File: src/rtl/can_mode_pkg.sv
package can_mode_pkg;

  typedef enum logic [2:0] {
    MODE_DIS    = 3'd0,
    MODE_NORM   = 3'd1,
    MODE_LISTEN = 3'd2,
    MODE_LOOP   = 3'd3,
    MODE_FRZ    = 3'd4
  } opMode_e;

  // strobes from control to the bit path
  typedef struct packed {
    logic hold;
    logic loopSel;
    logic ackIgnore;
    logic pinDrive;
    logic listenChk;
    logic txIrqOk;
    logic rxIrqOk;
  } pathStrb_t;

endpackage

File: src/rtl/can_mode_ctrl.sv
module can_mode_ctrl
  import can_mode_pkg::*;
(
  input  logic      clk,
  input  logic      rstN,
  input  logic      freezeEn,
  input  logic      haltReq,
  input  logic      dbgReq,
  input  logic      listenOnly,
  input  logic      loopBack,
  input  logic      disableReq,
  input  logic      busIdle,
  output opMode_e   modeQ,
  output pathStrb_t strb,
  output logic      txEnable,
  output logic      errCntFreeze,
  output logic      errPassive,
  output logic      engHold,
  output logic      freezeAck
);

  logic    freezeReq;
  opMode_e targetMode;
  opMode_e nextMode;
  logic    ackQ;

  assign freezeReq = freezeEn & (haltReq | dbgReq);

  // boundary target, highest priority first
  always_comb begin
    if (disableReq)      targetMode = MODE_DIS;
    else if (loopBack)   targetMode = MODE_LOOP;
    else if (listenOnly) targetMode = MODE_LISTEN;
    else                 targetMode = MODE_NORM;
  end

  always_comb begin
    if (freezeReq)    nextMode = MODE_FRZ;
    else if (busIdle) nextMode = targetMode;
    else              nextMode = modeQ;
  end

  always_ff @(posedge clk or negedge rstN) begin
    if (!rstN) begin
      modeQ <= MODE_DIS;
      ackQ  <= 1'b0;
    end else begin
      modeQ <= nextMode;
      ackQ  <= (nextMode == MODE_FRZ) && (busIdle || ackQ);
    end
  end

  assign freezeAck = ackQ;

  // decode of the current mode
  always_comb begin
    strb         = '0;
    txEnable     = 1'b0;
    errCntFreeze = 1'b0;
    errPassive   = 1'b0;
    engHold      = 1'b0;
    unique case (modeQ)
      MODE_NORM: begin
        strb.pinDrive = 1'b1;
        strb.txIrqOk  = 1'b1;
        strb.rxIrqOk  = 1'b1;
        txEnable      = 1'b1;
      end
      MODE_LISTEN: begin
        strb.listenChk = 1'b1;
        strb.rxIrqOk   = 1'b1;
        errCntFreeze   = 1'b1;
        errPassive     = 1'b1;
      end
      MODE_LOOP: begin
        strb.loopSel   = 1'b1;
        strb.ackIgnore = 1'b1;
        strb.txIrqOk   = 1'b1;
        strb.rxIrqOk   = 1'b1;
        txEnable       = 1'b1;
      end
      MODE_FRZ: begin
        strb.hold    = 1'b1;
        engHold      = 1'b1;
        errCntFreeze = 1'b1;
      end
      default: begin
        strb.hold = 1'b1;
        engHold   = 1'b1;
      end
    endcase
  end

endmodule

File: src/rtl/can_mode_dpath.sv
module can_mode_dpath
  import can_mode_pkg::*;
#(
  parameter int SYNC_STAGES = 2
) (
  input  logic      clk,
  input  logic      rstN,
  input  pathStrb_t strb,
  input  logic      rxPin,
  input  logic      engTxBit,
  input  logic      ackSlot,
  input  logic      txDone,
  input  logic      rxDone,
  output logic      txPin,
  output logic      engRxBit,
  output logic      bit0Err,
  output logic      txIrq,
  output logic      rxIrq
);

  localparam int LAST = SYNC_STAGES - 1;

  logic [SYNC_STAGES-1:0] syncQ;
  logic rxSync;
  logic ackSeenQ;
  logic loopBit;

  genvar g;
  generate
    for (g = 0; g < SYNC_STAGES; g++) begin : g_sync
      if (g == 0) begin : g_first
        always_ff @(posedge clk or negedge rstN) begin
          if (!rstN) syncQ[g] <= 1'b1;
          else       syncQ[g] <= rxPin;
        end
      end else begin : g_next
        always_ff @(posedge clk or negedge rstN) begin
          if (!rstN) syncQ[g] <= 1'b1;
          else       syncQ[g] <= syncQ[g-1];
        end
      end
    end
  endgenerate

  assign rxSync = syncQ[LAST];

  // remembers whether the last ACK slot was driven dominant
  always_ff @(posedge clk or negedge rstN) begin
    if (!rstN)        ackSeenQ <= 1'b0;
    else if (ackSlot) ackSeenQ <= ~rxSync;
  end

  assign loopBit  = (ackSlot && strb.ackIgnore) ? 1'b0 : engTxBit;
  assign engRxBit = strb.hold ? 1'b1 : (strb.loopSel ? loopBit : rxSync);
  assign txPin    = strb.pinDrive ? engTxBit : 1'b1;
  assign bit0Err  = strb.listenChk & ackSlot & rxSync;
  assign txIrq    = txDone & strb.txIrqOk;
  assign rxIrq    = rxDone & strb.rxIrqOk & (~strb.listenChk | ackSeenQ);

endmodule

File: src/rtl/can_mode_mgr.sv
module can_mode_mgr
  import can_mode_pkg::*;
#(
  parameter int SYNC_STAGES = 2
) (
  input  logic clk,
  input  logic rstN,
  input  logic freezeEn,
  input  logic haltReq,
  input  logic dbgReq,
  input  logic listenOnly,
  input  logic loopBack,
  input  logic disableReq,
  input  logic rxPin,
  input  logic engTxBit,
  input  logic ackSlot,
  input  logic busIdle,
  input  logic txDone,
  input  logic rxDone,
  output logic txPin,
  output logic engRxBit,
  output logic txEnable,
  output logic errCntFreeze,
  output logic errPassive,
  output logic engHold,
  output logic freezeAck,
  output logic bit0Err,
  output logic txIrq,
  output logic rxIrq
);

  opMode_e   modeQ;
  pathStrb_t strb;

  can_mode_ctrl i_ctrl (
    .clk(clk), .rstN(rstN), .freezeEn(freezeEn), .haltReq(haltReq),
    .dbgReq(dbgReq), .listenOnly(listenOnly), .loopBack(loopBack),
    .disableReq(disableReq), .busIdle(busIdle), .modeQ(modeQ),
    .strb(strb), .txEnable(txEnable), .errCntFreeze(errCntFreeze),
    .errPassive(errPassive), .engHold(engHold), .freezeAck(freezeAck)
  );

  can_mode_dpath #(.SYNC_STAGES(SYNC_STAGES)) i_dpath (
    .clk(clk), .rstN(rstN), .strb(strb), .rxPin(rxPin),
    .engTxBit(engTxBit), .ackSlot(ackSlot), .txDone(txDone),
    .rxDone(rxDone), .txPin(txPin), .engRxBit(engRxBit),
    .bit0Err(bit0Err), .txIrq(txIrq), .rxIrq(rxIrq)
  );

endmodule

File: config.mk
export PLATFORM = sky130hd
export DESIGN_NAME = can_mode_mgr
export DESIGN_NICKNAME = d
export VERILOG_FILES = /design/src/rtl/can_mode_pkg.sv /design/src/rtl/can_mode_ctrl.sv /design/src/rtl/can_mode_dpath.sv /design/src/rtl/can_mode_mgr.sv
export SDC_FILE = /design/constraint.sdc
export NUM_CORES = 1
export LEC_CHECK = 0
export ABC_AREA = 1
export BUFFER_PORTS_ARGS = -buffer_cell sky130_fd_sc_hd__buf_2
export CAP_MARGIN = 20
export CORE_AREA = 2 2 39 41
export DETAILED_ROUTE_END_ITERATION = 7
export DIE_AREA = 0 0 41 43
export GPL_TIMING_DRIVEN = 1
export RECOVER_POWER = 50
export SYNTH_ARGS = -nofsm -noshare
export SYNTH_HDL_FRONTEND = slang
export SYNTH_SLANG_ARGS = --single-unit
File: constraint.sdc
create_clock -name clk -period 1.1 [get_ports clk]
set_clock_uncertainty 0.05 [all_clocks]
set_input_delay 0.11 -clock clk [delete_from_list [all_inputs] [get_ports clk]]
set_output_delay 0.11 -clock clk [all_outputs]
set_load 0.005 [all_outputs]
**Word-level counts from Yosys, hierarchy flattened**

Cells that the tools add are included.

- Flip-flop bits (word level): 7
- Bits of input ports: 14
- Output and inout port bits: 10

- Equality and inequality tests: 5
- Muxes and demuxes: 16
- Bitwise gates (word level): 10
- Reductions and logical operators: 6

Operators with widths:

| operator | count |
|---|---|
| $mux W3 | 4 |
| $mux W1 | 10 |
| $and A1 B1 Y1 | 6 |
| $eq A3 B2 Y1 const B | 2 |
| $eq A3 B3 Y1 const B | 2 |
| $mux W2 | 2 |
| $reduce_or A2 Y1 | 2 |
| $eq A3 B1 Y1 const B | 1 |
| $reduce_or A3 Y1 | 1 |
| $logic_and A1 B1 Y1 | 2 |
| $not A1 Y1 | 2 |
| $or A1 B1 Y1 | 2 |
| $logic_or A1 B1 Y1 | 1 |

**Longest topological paths before layout**

- Depth in word-level cells: 7
- Depth in mapped cells: 7
- Mapped depth without buffers: 7

**Cells and area by module**

Synthesis repeated with hierarchy kept, for this count alone.

- Cells, all modules: 59
- Area, all modules: 417.9 µm²

Modules (own cells, without submodules):

| module | times used | cells an instance | area an instance (µm²) |
|---|---|---|---|
| can_mode_ctrl | 1 | 40 | 270.3 |
| can_mode_dpath | 1 | 19 | 147.6 |

**Worst setup path before layout**

OpenSTA, ideal clock, no wires.

- Kind: register to output
- Start point: reg i_ctrl.modeQ[2]
- End point: out engRxBit
- Data arrival time: 0.786 ns
- Slack: 0.154 ns
- Stages on the path, launching flop included: 5
- Cells stage by stage: dfrtp_1 inv_1 nand2_1 o21ai_0 nand4_1

- Cells in the longest elaborated chain, start to end: 6

Ends and longest elaborated chain:

| item | RTL line | text |
|---|---|---|
| from (decl) | can_mode_ctrl.sv:13 | `output opMode_e modeQ,` |
| from (signal assigned) | can_mode_ctrl.sv:48 | `modeQ <= nextMode;` |
| $eq A3 B2 Y1 | can_mode_ctrl.sv:62 | `unique case (modeQ)` |
| $mux W2 | can_mode_ctrl.sv:62 |  |
| $logic_and A1 B1 Y1 | can_mode_dpath.sv:53 | `assign loopBit = (ackSlot && strb.ackIgnore) ? 1'b0 : engTxBit;` |
| $mux W1 | can_mode_dpath.sv:53 |  |
| $mux W1 | can_mode_dpath.sv:54 | `assign engRxBit = strb.hold ? 1'b1 : (strb.loopSel ? loopBit : rxSync);` |
| $mux W1 (*) | can_mode_dpath.sv:54 |  |
| to (decl) | can_mode_mgr.sv:21 | `output logic engRxBit,` |

Every way passes the cells marked *; elsewhere a longest branch is shown, timed or not.

**Final worst setup path**

Same ends and word-level chain as after synthesis.

==> summary.md <==
* 0 — post-route ant nets
* 23 — IO buf count
* 1.16 ns — signal arrival time at the worst endpoint
* 64 — post-synthesis net count
* 756.8 MHz — highest achievable clock rate
* 0 — final number of hold-violating endpoints
* 100.0% — fraction of registers with async set/reset
* 0 — number of pins with negative max-slew slack in the final report
* 0 — number of enable flip-flop cells after synthesis
* 9 — final setup vio count
* 0.94 ns — Data required, critical path
* 0.38 ns — max incr delay on CP
* 24 — Boundary Pins
* -0.2213 ns — min setup slack post-route
* 2 — clk buf depth
* 8 — pin count of the biggest net entering global routing
* 48.30% — sequential cell area fraction in the yosys report
* 98 — number of nets in the layout
* 11.38% — global-route usage over all layers
* 8.747 um — routed wirelength normalized by instance count
* flip-flops — dominant delay contributor by cell family on the critical path
* 367.9 sq um — Mapped Area
* 0.1764 mW — net switching power of the design
* 0.3461 nW — Leakage
* dfrtp_1 — cell with the biggest individual delay on the critical path
* 7 — register bit count reported by yosys
* 120.1% — Final Cycle Share
* nand2_1, inv_1, nor2_1 — most common library cells after synthesis
* 44.1% — sequential fraction of design power
* 50 — post-synthesis instance total
* 0% — Post-Synth Adder-Cell Area
* nand2_1 — top-count cell post-synth
* 34.01% — proportion of netlist area held by the largest area contributor
* dfrtp_1 — predominant post-synthesis flop cell
* 0 — antenna violations before repair
* dfrtp_1 — library cell occupying the most area in the post-synthesis netlist
* 0 — Yosys warnings
* 0.7051 — gpl congestion
* 1115 mW/mm^2 — power density over cell area
* 22.4% — logic gate share of total power
* built — TritonCTS clock tree
* 4.192 — post-detailed-route via-to-cell ratio
* 43 um — Die Y-Extent
* 7 — Clock Sinks
* 26.87% — simple-gate share of the synthesized area
* flip-flop — Startpoint Class
* 1 — H-tree depth
* input port to flip-flop — type of the most critical hold path
* 3 — number of instances on the worst hold path
* inv_2 > nand2_4 > o21ai_2 > nand4_1 > buf_2 — ordered cell list for the critical path
* 51.81% — layout cell share with drive strength beyond 1
* dfrtp_1, dfstp_2, nand2_1 — main area contributors after synthesis
* 660.3 um — half-perimeter wire length of the detailed placement result
* 0.24 ns — Clk Latency, worst-skew pair
* 0 — max-cap violations
* 5 — Initial DRC Count
* 14 — number of placement rows
* 0 — remaining design rule violation count
* -0.9640 ns — Setup TNS
* 26.33% — Switching Share
* 33.5% — clock network fraction of design power
* 15 — post-synth cell types
* 2 — Crit path buffers/inverters
* 0.001384 sq mm — area of the core
* finished with violations — status
* 43.40% — Finished Core Util
* 0% — share of the synthesized netlist area taken by xor and xnor gates
* 90 — Inst Count DP
* 4 — crit-path max FO
* 0.3483 ns — actual transition at the worst max-transition pin
* output port — CP endpoint kind
* clkbuf_4 — clock root buffer
* 63.27% — area added between synthesis and finish
* 391 — vias in the first global route
* 3 — CTS Buf Count
* 5 — total number of cells along the worst setup path
* 726.5 uV — maximum ir drop on the vdd rail
* 7.357 sq um — Avg Inst Size Synth
* 41 um — die boundary width
* 0% — mux share of post-synthesis cell area
* 0.4935 mW — internal portion of total power
* 0 — GRT Residual Overflow
* 76.78% — slew margin rel.
* 2 — number of detailed-route iterations in the first pass
* yes — unrepaired setup endpoints after global routing
* 1393 um — global-route wire length before repair
* 1.321 ns — post-layout min period
* 26.58% — starting utilization of the core area
* 6 — number of cells on the worst reg-to-reg path
* -0.02472 ns — pre-CTS WS
* simple AND/OR/NAND/NOR gates — combinational family with the most area after synthesis
* 866 um — total wire length after detailed routing
* flip-flop to output port — kind of critical path
* 415 — via count
* 0.05 ns — clk slew on worst S/H paths
* 13.61% — synthesized-area fraction occupied by ao, oa, aoi and oai cells
* setup timing — violations in the final reports
* 0.001763 sq mm — die outline area
* 0 — number of antenna repair diodes
* 99 — number of standard cells in the layout, taps in and fillers out
stage by stage:
stage	area (sq um)	hold slack (ns)	total power, mW
finish	600.6	0.06375	0.6699
global route	600.6	0.06345	0.7229
CTS	574.3	0.05824	0.6693
detailed placement	510.5	-0.1063	0.4190
global placement	510.5	-0.1061	0.4167
floorplan	367.9	-0.2356	0.3526
cell usage in the layout, fill, tap and decap left out, drive strengths merged:
| cell type | n |
|---|---|
| buf | 26 |
| o21a | 1 |
| dfrtp | 5 |
| dlygate4sd3 | 2 |
| clkbuf | 5 |
| dfstp | 2 |
| o21ai | 5 |
| nand4 | 2 |
| nand3 | 1 |
| nand2 | 14 |
| a21oi | 2 |
| inv | 11 |
| nor2 | 7 |
repair_timing:
item,in CTS,in global routing
hold buffers,2,0
gates resized for setup,4,8
endpoints found under the hold margin,8,0
setup buffers,2,1
endpoints found under the setup margin,9,9
flip-flops by register name (all words and copies together) (netlist names):
signal	count
i_dpath.syncQ	1
i_ctrl.freezeAck	1
i_dpath.ackSeenQ	1
i_ctrl.modeQ	3
i_dpath.rxSync	1
final timing paths:
check                                           start                           end  slack, ns
setup / recovery            i_ctrl.modeQ[2]$_DFF_PN0_                      engRxBit      -0.22
hold / removal                               freezeEn     i_ctrl.modeQ[2]$_DFF_PN0_       0.06
setup reg to reg            i_ctrl.modeQ[0]$_DFF_PN0_    i_ctrl.freezeAck$_DFF_PN0_       0.07
hold reg to reg            i_dpath.syncQ[0]$_DFF_PN1_      i_dpath.rxSync$_DFF_PN1_       0.30
max in group asynchronous                        rstN      i_dpath.rxSync$_DFF_PN1_       0.47
min in group asynchronous                        rstN  i_dpath.ackSeenQ$_DFFE_PN0P_       0.23
layout make-up:
cell class              count  area (sq um)
clock buffers               4         26.28
fillers                   149         783.3
inverters                  11         43.79
multi-input cells          32         167.7
flip-flops and latches      7         178.9
well taps                  16         20.02
repair buffers             29         163.9
worst min-delay path, cell delays in order:
cell and delay [ns]:
buf_2 0.08, o21ai_2 0.07, nand2_1 0.06
cells by family after synthesis:
group / Yosys count
and+or+nand+nor: 24
buffers and inverters: 11
AOI/OAI and AO/OA: 8
DFF: 7
routing by layer:
layer,track usage (%),up-vias,part of all wire (%)
li1,-,220,-
met1,13.38,182,41
met2,18.75,13,53
met3,3.141,0,5.5
met4,4.000,0,0
met5,0,-,0
power groups by stage:
stage	Sequential (mW)	Combinational, mW	Clock (mW)
6_report	0.295	0.150	0.224
4_1_cts	0.294	0.139	0.237
3_3_place_gp	0.297	0.120	0
2_1_floorplan	0.294	0.0583	0
3_5_place_dp	0.297	0.122	0
5_1_grt	0.297	0.172	0.254
(Power assumes the default switching activity.)
